`src/rtl/brpred_pkg.sv`:
```
package brpred_pkg;

   typedef enum logic [1:0] {
      K_CDISP = 2'b00,
      K_REGT  = 2'b01,
      K_JUMP  = 2'b10,
      K_RSVD  = 2'b11
   } br_kind_e;

   typedef enum logic [1:0] {
      D_FALL  = 2'b00,
      D_TAKEN = 2'b01,
      D_WAIT  = 2'b10
   } br_dir_e;

   function automatic br_dir_e dir_of(input logic taken);
      return taken ? D_TAKEN : D_FALL;
   endfunction

endpackage

```
`src/rtl/brpred_rule.sv`:
```
module brpred_rule
   import brpred_pkg::*;
#(
   parameter bit HINT_EN = 1'b1
) (
   input  logic [1:0] kind_i,
   input  logic       disp_neg_i,
   input  logic       hint_i,
   input  logic       tgt_ready_i,
   input  logic       cond_known_i,
   input  logic       cond_taken_i,
   output logic [1:0] dir_o,
   output logic       resolved_o,
   output logic       needs_slot_o
);

   logic    eff_hint;
   br_dir_e dir;

   generate
      if (HINT_EN) begin : g_hint
         assign eff_hint = hint_i;
      end else begin : g_nohint
         logic unused_hint;
         assign unused_hint = hint_i;
         assign eff_hint    = 1'b0;
      end
   endgenerate

   always_comb begin
      dir          = D_TAKEN;
      resolved_o   = 1'b1;
      needs_slot_o = 1'b0;
      unique case (br_kind_e'(kind_i))
         K_CDISP: begin
            if (cond_known_i) begin
               dir = dir_of(cond_taken_i);
            end else begin
               dir          = dir_of(disp_neg_i ^ eff_hint);
               resolved_o   = 1'b0;
               needs_slot_o = 1'b1;
            end
         end
         K_REGT: begin
            if (!tgt_ready_i) begin
               dir        = D_WAIT;
               resolved_o = 1'b0;
            end else if (cond_known_i) begin
               dir = dir_of(cond_taken_i);
            end else begin
               dir          = dir_of(eff_hint);
               resolved_o   = 1'b0;
               needs_slot_o = 1'b1;
            end
         end
         default: begin
            dir = D_TAKEN;
         end
      endcase
   end

   assign dir_o = dir;

endmodule

```
`src/rtl/brpred_slot.sv`:
```
module brpred_slot #(
   parameter int AW = 32
) (
   input  logic          clk_i,
   input  logic          rst_ni,
   input  logic          accept_i,
   input  logic          ptaken_i,
   input  logic [AW-1:0] fall_addr_i,
   input  logic [AW-1:0] targ_addr_i,
   input  logic          res_valid_i,
   input  logic          res_taken_i,
   output logic          busy_o,
   output logic          mispred_o,
   output logic [AW-1:0] fix_addr_o
);

   logic          busy_q;
   logic          ptaken_q;
   logic [AW-1:0] alt_q;
   logic          resolve;

   assign resolve = busy_q & res_valid_i;

   always_ff @(posedge clk_i) begin
      if (!rst_ni) begin
         busy_q   <= 1'b0;
         ptaken_q <= 1'b0;
         alt_q    <= '0;
      end else begin
         if (resolve) begin
            busy_q <= 1'b0;
         end else if (accept_i) begin
            busy_q   <= 1'b1;
            ptaken_q <= ptaken_i;
            alt_q    <= ptaken_i ? fall_addr_i : targ_addr_i;
         end
      end
   end

   assign busy_o     = busy_q;
   assign mispred_o  = resolve & (res_taken_i != ptaken_q);
   assign fix_addr_o = alt_q;

endmodule

```
`src/rtl/brpred_flush.sv`:
```
module brpred_flush #(
   parameter int AW = 32
) (
   input  logic          clk_i,
   input  logic          rst_ni,
   input  logic          mispred_i,
   input  logic [AW-1:0] fix_addr_i,
   output logic          flush_o,
   output logic [AW-1:0] redir_addr_o
);

   logic          flush_q;
   logic [AW-1:0] addr_q;

   always_ff @(posedge clk_i) begin
      if (!rst_ni) begin
         flush_q <= 1'b0;
         addr_q  <= '0;
      end else begin
         flush_q <= mispred_i;
         if (mispred_i) begin
            addr_q <= fix_addr_i;
         end
      end
   end

   assign flush_o      = flush_q;
   assign redir_addr_o = addr_q;

endmodule

```
`src/rtl/brpred_unit.sv`:
```
module brpred_unit
   import brpred_pkg::*;
#(
   parameter int AW      = 32,
   parameter bit HINT_EN = 1'b1
) (
   input  logic          clk_i,
   input  logic          rst_ni,
   input  logic          br_valid_i,
   input  logic [1:0]    br_kind_i,
   input  logic          disp_neg_i,
   input  logic          hint_i,
   input  logic          cond_known_i,
   input  logic          cond_taken_i,
   input  logic          tgt_ready_i,
   input  logic [AW-1:0] fall_addr_i,
   input  logic [AW-1:0] targ_addr_i,
   input  logic          res_valid_i,
   input  logic          res_taken_i,
   output logic [1:0]    pred_dir_o,
   output logic          pred_resolved_o,
   output logic          stall_o,
   output logic          spec_o,
   output logic          flush_o,
   output logic          redir_valid_o,
   output logic [AW-1:0] redir_addr_o
);

   initial begin
      if (AW < 2) $fatal(1, "brpred_unit: AW must be at least 2");
   end

   logic [1:0]    dir;
   logic          resolved;
   logic          needs_slot;
   logic          busy;
   logic          mispred;
   logic [AW-1:0] fix_addr;
   logic          accept;
   logic          is_wait;
   logic          flush;

   brpred_rule #(.HINT_EN(HINT_EN)) u_rule (
      .kind_i       (br_kind_i),
      .disp_neg_i   (disp_neg_i),
      .hint_i       (hint_i),
      .tgt_ready_i  (tgt_ready_i),
      .cond_known_i (cond_known_i),
      .cond_taken_i (cond_taken_i),
      .dir_o        (dir),
      .resolved_o   (resolved),
      .needs_slot_o (needs_slot)
   );

   assign is_wait = (dir == D_WAIT);
   assign stall_o = br_valid_i & (is_wait | (needs_slot & busy));
   assign accept  = br_valid_i & needs_slot & ~busy;

   brpred_slot #(.AW(AW)) u_slot (
      .clk_i       (clk_i),
      .rst_ni      (rst_ni),
      .accept_i    (accept),
      .ptaken_i    (dir == D_TAKEN),
      .fall_addr_i (fall_addr_i),
      .targ_addr_i (targ_addr_i),
      .res_valid_i (res_valid_i),
      .res_taken_i (res_taken_i),
      .busy_o      (busy),
      .mispred_o   (mispred),
      .fix_addr_o  (fix_addr)
   );

   brpred_flush #(.AW(AW)) u_flush (
      .clk_i        (clk_i),
      .rst_ni       (rst_ni),
      .mispred_i    (mispred),
      .fix_addr_i   (fix_addr),
      .flush_o      (flush),
      .redir_addr_o (redir_addr_o)
   );

   assign pred_dir_o      = dir;
   assign pred_resolved_o = resolved;
   assign spec_o          = busy;
   assign flush_o         = flush;
   assign redir_valid_o   = flush;

endmodule

```
`config.mk`:
```
export PLATFORM = sky130hd
export DESIGN_NAME = brpred_unit
export DESIGN_NICKNAME = d
export VERILOG_FILES = /design/src/rtl/brpred_pkg.sv /design/src/rtl/brpred_rule.sv /design/src/rtl/brpred_slot.sv /design/src/rtl/brpred_flush.sv /design/src/rtl/brpred_unit.sv
export SDC_FILE = /design/constraint.sdc
export NUM_CORES = 1
export LEC_CHECK = 0
export ABC_CLOCK_PERIOD_IN_PS = 1700
export BUFFER_PORTS_ARGS = -buffer_cell sky130_fd_sc_hd__buf_4
export CORE_ASPECT_RATIO = 1.75
export CORE_MARGIN = 3
export CORE_UTILIZATION = 30
export DETAILED_ROUTE_END_ITERATION = 8
export MAX_ROUTING_LAYER = met4
export SETUP_SLACK_MARGIN = 0.2
export SLEW_MARGIN = 20
export SYNTH_ARGS = -nofsm -noshare
export SYNTH_HDL_FRONTEND = slang
export SYNTH_SLANG_ARGS = --single-unit
```
`constraint.sdc`:
```
create_clock -name clk_i -period 1.7 [get_ports clk_i]
set_input_delay 0.255 -clock clk_i [delete_from_list [all_inputs] [get_ports clk_i]]
set_output_delay 0.255 -clock clk_i [all_outputs]
set_load 0.005 [all_outputs]
```
==> impl_metrics.yaml, run 1 <==
clock_tree:
  cts_buffer_depth: 2
  ctsHoldBuffers: 0
  htree_levels: 3
  clock-sinks: 67
  clkLatencyLatePin_ns: 0.33
  cts_tree: "done"
  clock_tree.root_cell: "clkbuf_16"
  clkTransAtPathRegs_ns: 0.05
  cts_buffers: 9
power:
  p_clk_share_pct: 45.7
  intPower_w: 0.00303
  p_total_w: 0.00398
  pwr-share-comb_pct: 13.3
  swShare_pct: 23.7
  p_seq_share_pct: 41.0
  ir_drop_v: 0.000532
  power_leakage_nw: 1.76
  power_switching_w: 0.000942
  powerDensity_mw_per_mm2: 840
worst_setup_path:
  end_kind: "flip-flop"
  r2r_slack_ns: 0.16
  r2r_cells: 6
  start_kind: "flip-flop"
  cp.required_ns: 1.91
  arrival_ns: 1.74
  crit_type: "flip-flop to flip-flop"
  r2r-end: "u_slot.fix_addr_o[14]"
  worstReg2RegStart: "u_slot.busy_o"
  worstPathMaxFanout: 20
place:
  dpl.hpwl_um: 6610
  pre_cts_ws_ns: -0.0284
  placedCellCount: 563
  numPortBuffers: 114
  placedInstanceArea_mm2: 0.00393
  gp_congestion: 0.783
run:
  drv_cap: 0
floorplan:
  rows: 46
  dieArea_mm2: 0.0109
  start_util_pct: 31.5
  core_region_area_mm2: 0.00921
  die_height_um: 136
  die_w_um: 80.3
  io_pins: 115
logic_synthesis:
  synth_top_area_share_pct: 46.3
  syn_area_mm2: 0.00290
  synthCells: 353
  ys_async_sr_fraction_pct: 0
  yosys.area_share.adder_pct: 0
  synth-xor-area-share_pct: 0.302
  ys_types: 27
  synth_area_leaders: "dfxtp_1 (46%), a211oi_1 (8.6%), nand2_1 (8.3%)"
  synth_compound_area_share_pct: 30.5
  synth_top_family_by_area: "compound AO/OA/AOI/OAI gates"
  syn_nets: 429
  synth_commonest_cells: "dfxtp_1 (67), nand2_1 (64), nor2_1 (37), a21oi_1 (34), a211oi_1 (33)"
  seq_area_frac_synth_pct: 46.3
  yosysWarnings: 0
  muxShareOfSynthArea_pct: 0
  yosys.area_share.simple_pct: 16.1
  synth-seq-cells: 67
  yosysMostFrequentCell: "dfxtp_1"
  synth_edf_count: 0
  synth_top_flop_cell: "dfxtp_1"
  syn_area_per_cell_um2: 8.21
  synth_top_area_cell: "dfxtp_1"
timing:
  fmax_mhz: 650
  tightest_slew_ns: 0.319
  rsz0062_at_grt: "yes"
  period_needed_ns: 1.54
  max_slew_margin_pct: 78.7
  slew_violations: 0
  period_share_pct: 90.4
  setup_violations: 0
  hold_viol: 0
  skew_ns: 0.00357
  finalWorstSetupSlack_ns: 0.162
  hold_ws_ns: 0.209
finish:
  antenna_cells: 0
  nNetsFinal: 537
  area_growth_pct: 63.5
  ff_latch_area_mm2: 0.00134
  layout.cells.non_filler: 585
  multi_input_area_mm2: 0.00174
  drive_above_1_share_pct: 41.7
  fill_cells: 867
  final_area_mm2: 0.00474
drt:
  wl_per_cell_um: 17.6
  dr.pass1.iters: 4
  drc: 0
  first_iter_violations: 185
  routed_wl_um: 10300
  via_count: 3080
  drt-vias-per-instance: 5.26
  drtAntennaViolNets: 0
worst_hold_path:
  min-delay-start: "res_valid_i"
  min_to: "u_slot.busy_o"
  whs_path_depth: 3
  hp-class: "primary input to flip-flop"
global_route:
  grt_pass1_wl_um: 15400
  grt_pass1_vias: 3196
  grt_max_degree: 36
  overflow: 0
  antenna_found_initial: 0
  grtUsageTotal_pct: 19.2
run_status:
  status: "finished, final reports clean"
==> power by group through the flow <==
stage / combinational, W / sequential (W) / clock [W]
global placement: 0.000401 / 0.00166 / 0
floorplan: 0.000166 / 0.00166 / 0
global route: 0.000559 / 0.00163 / 0.00193
CTS: 0.000479 / 0.00163 / 0.00184
detailed placement: 0.000400 / 0.00166 / 0
finish: 0.000528 / 0.00163 / 0.00182
==> metrics by stage <==
step | utilization [%] | setup TNS, ns
after floorplan | - | 0
after global placement | 42.7 | 0
after detailed placement | 42.7 | -0.0523
after CTS | 49.1 | 0
after global routing | 51.4 | 0
final | 51.4 | 0
==> worst max path at each step <==
| stage | start | to | slack [ns] | cells past startpoint |
|---|---|---|---|---|
| 2_1_floorplan | u_slot.busy_o | u_slot.fix_addr_o[25] | 0.18 | 6 |
| 3_3_place_gp | disp_neg_i | u_slot.fix_addr_o[25] | 0.04 | 6 |
| 3_5_place_dp | disp_neg_i | u_slot.fix_addr_o[14] | -0.03 | 6 |
| 4_1_cts | u_slot.busy_o | u_slot.fix_addr_o[14] | 0.16 | 6 |
| 5_1_grt | u_slot.busy_o | u_slot.fix_addr_o[31] | 0.09 | 5 |
| 6_report | u_slot.busy_o | u_slot.fix_addr_o[14] | 0.16 | 6 |
==> worst max-delay path, cell delays in order, from the launching register on <==
cell,delay [ns]
dfxtp_2,0.33
nor4b_4,0.28
nand2_4,0.14
buf_4,0.16
bufbuf_16,0.28
nor2_1,0.12
a211oi_1,0.09
==> kinds of logic after synthesis <==
group / Yosys count
buf+inv: 40
xor+xnor: 1
simple gates: 112
compound gates: 133
flops: 67
==> area by class of cell <==
cell class	instances	share of cell area, %
multi-input cells	246	36.7
flip-flops and latches	67	28.3
repair buffers	135	25.3
clock buffers	14	6.21
well taps	120	3.17
inverters	2	0.158
clock inverters	1	0.106
==> registers in the layout (all words and copies together), names as in the netlist <==
| signal | cells |
|---|---|
| u_slot.fix_addr_o | 32 |
| u_flush.redir_addr_o | 32 |
| u_flush.flush_o | 1 |
| u_slot.ptaken_q | 1 |
| u_slot.busy_o | 1 |
==> cells in the final DEF, fill, tap and decap left out, types with 3 or more instances in the layout <==
cell type	n
a211oi_1	33
nor2_2	7
o21ai_1	3
nand2_1	64
a2111oi_4	13
buf_12	9
clkbuf_16	10
o21ai_0	29
a21oi_1	34
buf_4	122
a2111oi_2	18
nor2_1	30
clkbuf_8	5
dfxtp_1	66
==> what timing repair did <==
item,CTS,global route
pin swaps,4,3
gates cloned,2,1
setup endpoints to repair,33,34
buffers inserted,4,0
gates resized for setup,50,25
==> metal layers <==
layer / part of all wire [%] / vias to the layer above / routed length (um) / GRT usage, %
li1: - / 1489 / - / -
met5: 0 / - / 0 / -
met2: 58 / 89 / 5920 / 35.2
met4: 1.8 / 0 / 188 / 7.80
met3: 4.7 / 14 / 478 / 4.58
met1: 36 / 1488 / 3680 / 18.9
Note: power is estimated with default switching activity, not from simulation.
==> run 2: changes to the inputs <==
--- a/config.mk
+++ b/config.mk
@@ -17,3 +17,4 @@
 export SYNTH_ARGS = -nofsm -noshare
 export SYNTH_HDL_FRONTEND = slang
 export SYNTH_SLANG_ARGS = --single-unit
+export TNS_END_PERCENT = 10
==> constraint.sdc (replaced) <==
create_clock -name clk_i -period 1.7 [get_ports clk_i]
set_input_delay 0.255 -clock clk_i [delete_from_list [all_inputs] [get_ports clk_i]]
set_output_delay 0.255 -clock clk_i [all_outputs]
set_load 0.02 [all_outputs]
==> run 2 against run 1 <==
Net effect: via count is 2.2% lower; flip-flop and latch count unchanged; hold slack worse by 0.018 ns; sequential power is essentially flat.
==> impl_metrics.yaml, run 2 (synthesized netlist as in run 1, its figures left out) <==
place:
  numPortBuffers: 114
  gp_congestion: 0.810
  placedCellCount: 566
  dpl.hpwl_um: 6720
worst_setup_path:
  crit_chain: "nor4b_4, nand2_2, buf_12, a2111oi_1, a211oi_1"
  slowest_stage: "a2111oi_1"
  slowest_delay_ns: 0.37
  r2r_cells: 5
  critPathTopFamily: "compound AO/OA/AOI/OAI gates"
  worstPathMaxFanout: 22
  end_kind: "flip-flop"
  path_buf_inv: 1
  start_kind: "flip-flop"
  cp.depth: 5
  arrival_ns: 1.74
  cp.required_ns: 1.91
  crit_type: "flip-flop to flip-flop"
timing:
  hold_viol: 0
  tightest_slew_ns: 0.400
  skew_ns: 0.00402
  slew_violations: 0
  fmax_mhz: 650
  rsz0062_at_grt: "yes"
  setup_violations: 0
  period_share_pct: 90.5
  max_slew_margin_pct: 73.4
  period_needed_ns: 1.54
global_route:
  grt_pass1_wl_um: 15400
  antenna_found_initial: 0
  grt_use_met2_pct: 33.8
  grtUsageTotal_pct: 19.0
  overflow: 0
  grt_pass1_vias: 3095
  grtUsageMet1_pct: 19.7
  met3_usage_pct: 3.51
  grt_max_degree: 36
  busiest_layer: "met2"
floorplan:
  die_height_um: 136
  die_w_um: 80.3
  start_util_pct: 31.5
  dieArea_mm2: 0.0109
  rows: 46
  core_region_area_mm2: 0.00921
  io_pins: 115
drt:
  via_count: 3012
  drt-vias-per-instance: 5.13
  drtAntennaViolNets: 0
  first_iter_violations: 128
  drc: 0
  dr.pass1.iters: 4
  routed_wl_um: 9770
  wl_per_cell_um: 16.6
power:
  ir_drop_v: 0.000522
  p_total_w: 0.00397
  power_leakage_nw: 1.72
  powerDensity_mw_per_mm2: 871
run_status:
  status: "finished, final reports clean"
clock_tree:
  clock_tree.root_cell: "clkbuf_16"
  clkLatencyLatePin_ns: 0.33
  cts_buffers: 9
  clkTransAtPathRegs_ns: 0.05
  htree_levels: 3
  clock-sinks: 67
  cts_buffer_depth: 2
  cts_tree: "done"
  ctsHoldBuffers: 0
finish:
  final_cell_mix: "buf_4 (126), dfxtp_1 (66), nand2_1 (64)"
  final_common_cell: "buf_4"
  area_growth_pct: 57.5
  nNetsFinal: 538
  antenna_cells: 0
  layout.cells.non_filler: 587
  drive_above_1_share_pct: 40.0
worst_hold_path:
  whs_path_depth: 3
  hp-class: "primary input to flip-flop"
run:
  drv_cap: 0
==> run 2: final cells by class <==
type | instances | area [um2]
multi-input cells | 246 | 1620
repair buffers | 136 | 1140
flip-flops and latches | 67 | 1350
inverters | 2 | 10.0
clock buffers | 16 | 303
fillers | 912 | 4650
well taps | 120 | 150
==> run 2: worst reg2reg max path: stages, from the launching register on <==
cell and delay [ns]:
dfxtp_4 0.36, nor4b_4 0.24, nand2_2 0.14, buf_12 0.19, a2111oi_1 0.38, a211oi_1 0.10
==> run 2: layer usage <==
layer  share of wire, %  vias to the layer above
li1                   -                     1488
met1                 37                     1407
met2                 56                      102
met3                4.9                       15
met4                2.6                        0
met5                  0                        -
==> run 2: through the flow <==
step	setup TNS (ns)	area [um2]	setup slack [ns]	hold WS [ns]	utilization [%]
5_1_grt	0	4560	0.0606	0.215	49.5
4_1_cts	0	4400	0.104	0.178	47.8
3_5_place_dp	-0.630	4030	-0.123	0.441	43.7
2_1_floorplan	0	3010	0.197	0.399	-
3_3_place_gp	-0.0167	4030	-0.0167	0.437	43.7
6_report	0	4560	0.162	0.191	49.5
==> run 2: where the power goes <==
| group | total, W | switching (W) | internal (W) |
|---|---|---|---|
| combinational | 0.000494 | 0.000262 | 0.000232 |
| sequential | 0.00163 | 0.0000206 | 0.00161 |
| clock | 0.00185 | 0.000652 | 0.00120 |
==> run 2: timing repair <==
item,in CTS,in global routing
gates cloned,1,0
resized for setup,14,26
pin swaps,2,4
endpoints found under the setup margin,29,35
buffers inserted,1,3
==> run 2: worst paths after layout <==
kind	start	endpoint	slack, ns
setup reg to reg	u_slot.busy_o	u_slot.fix_addr_o[15]	0.16
setup / recovery	u_slot.busy_o	u_slot.fix_addr_o[15]	0.16
hold reg to reg	u_slot.fix_addr_o[25]	u_flush.redir_addr_o[25]	0.45
hold / removal	res_valid_i	u_slot.busy_o	0.19
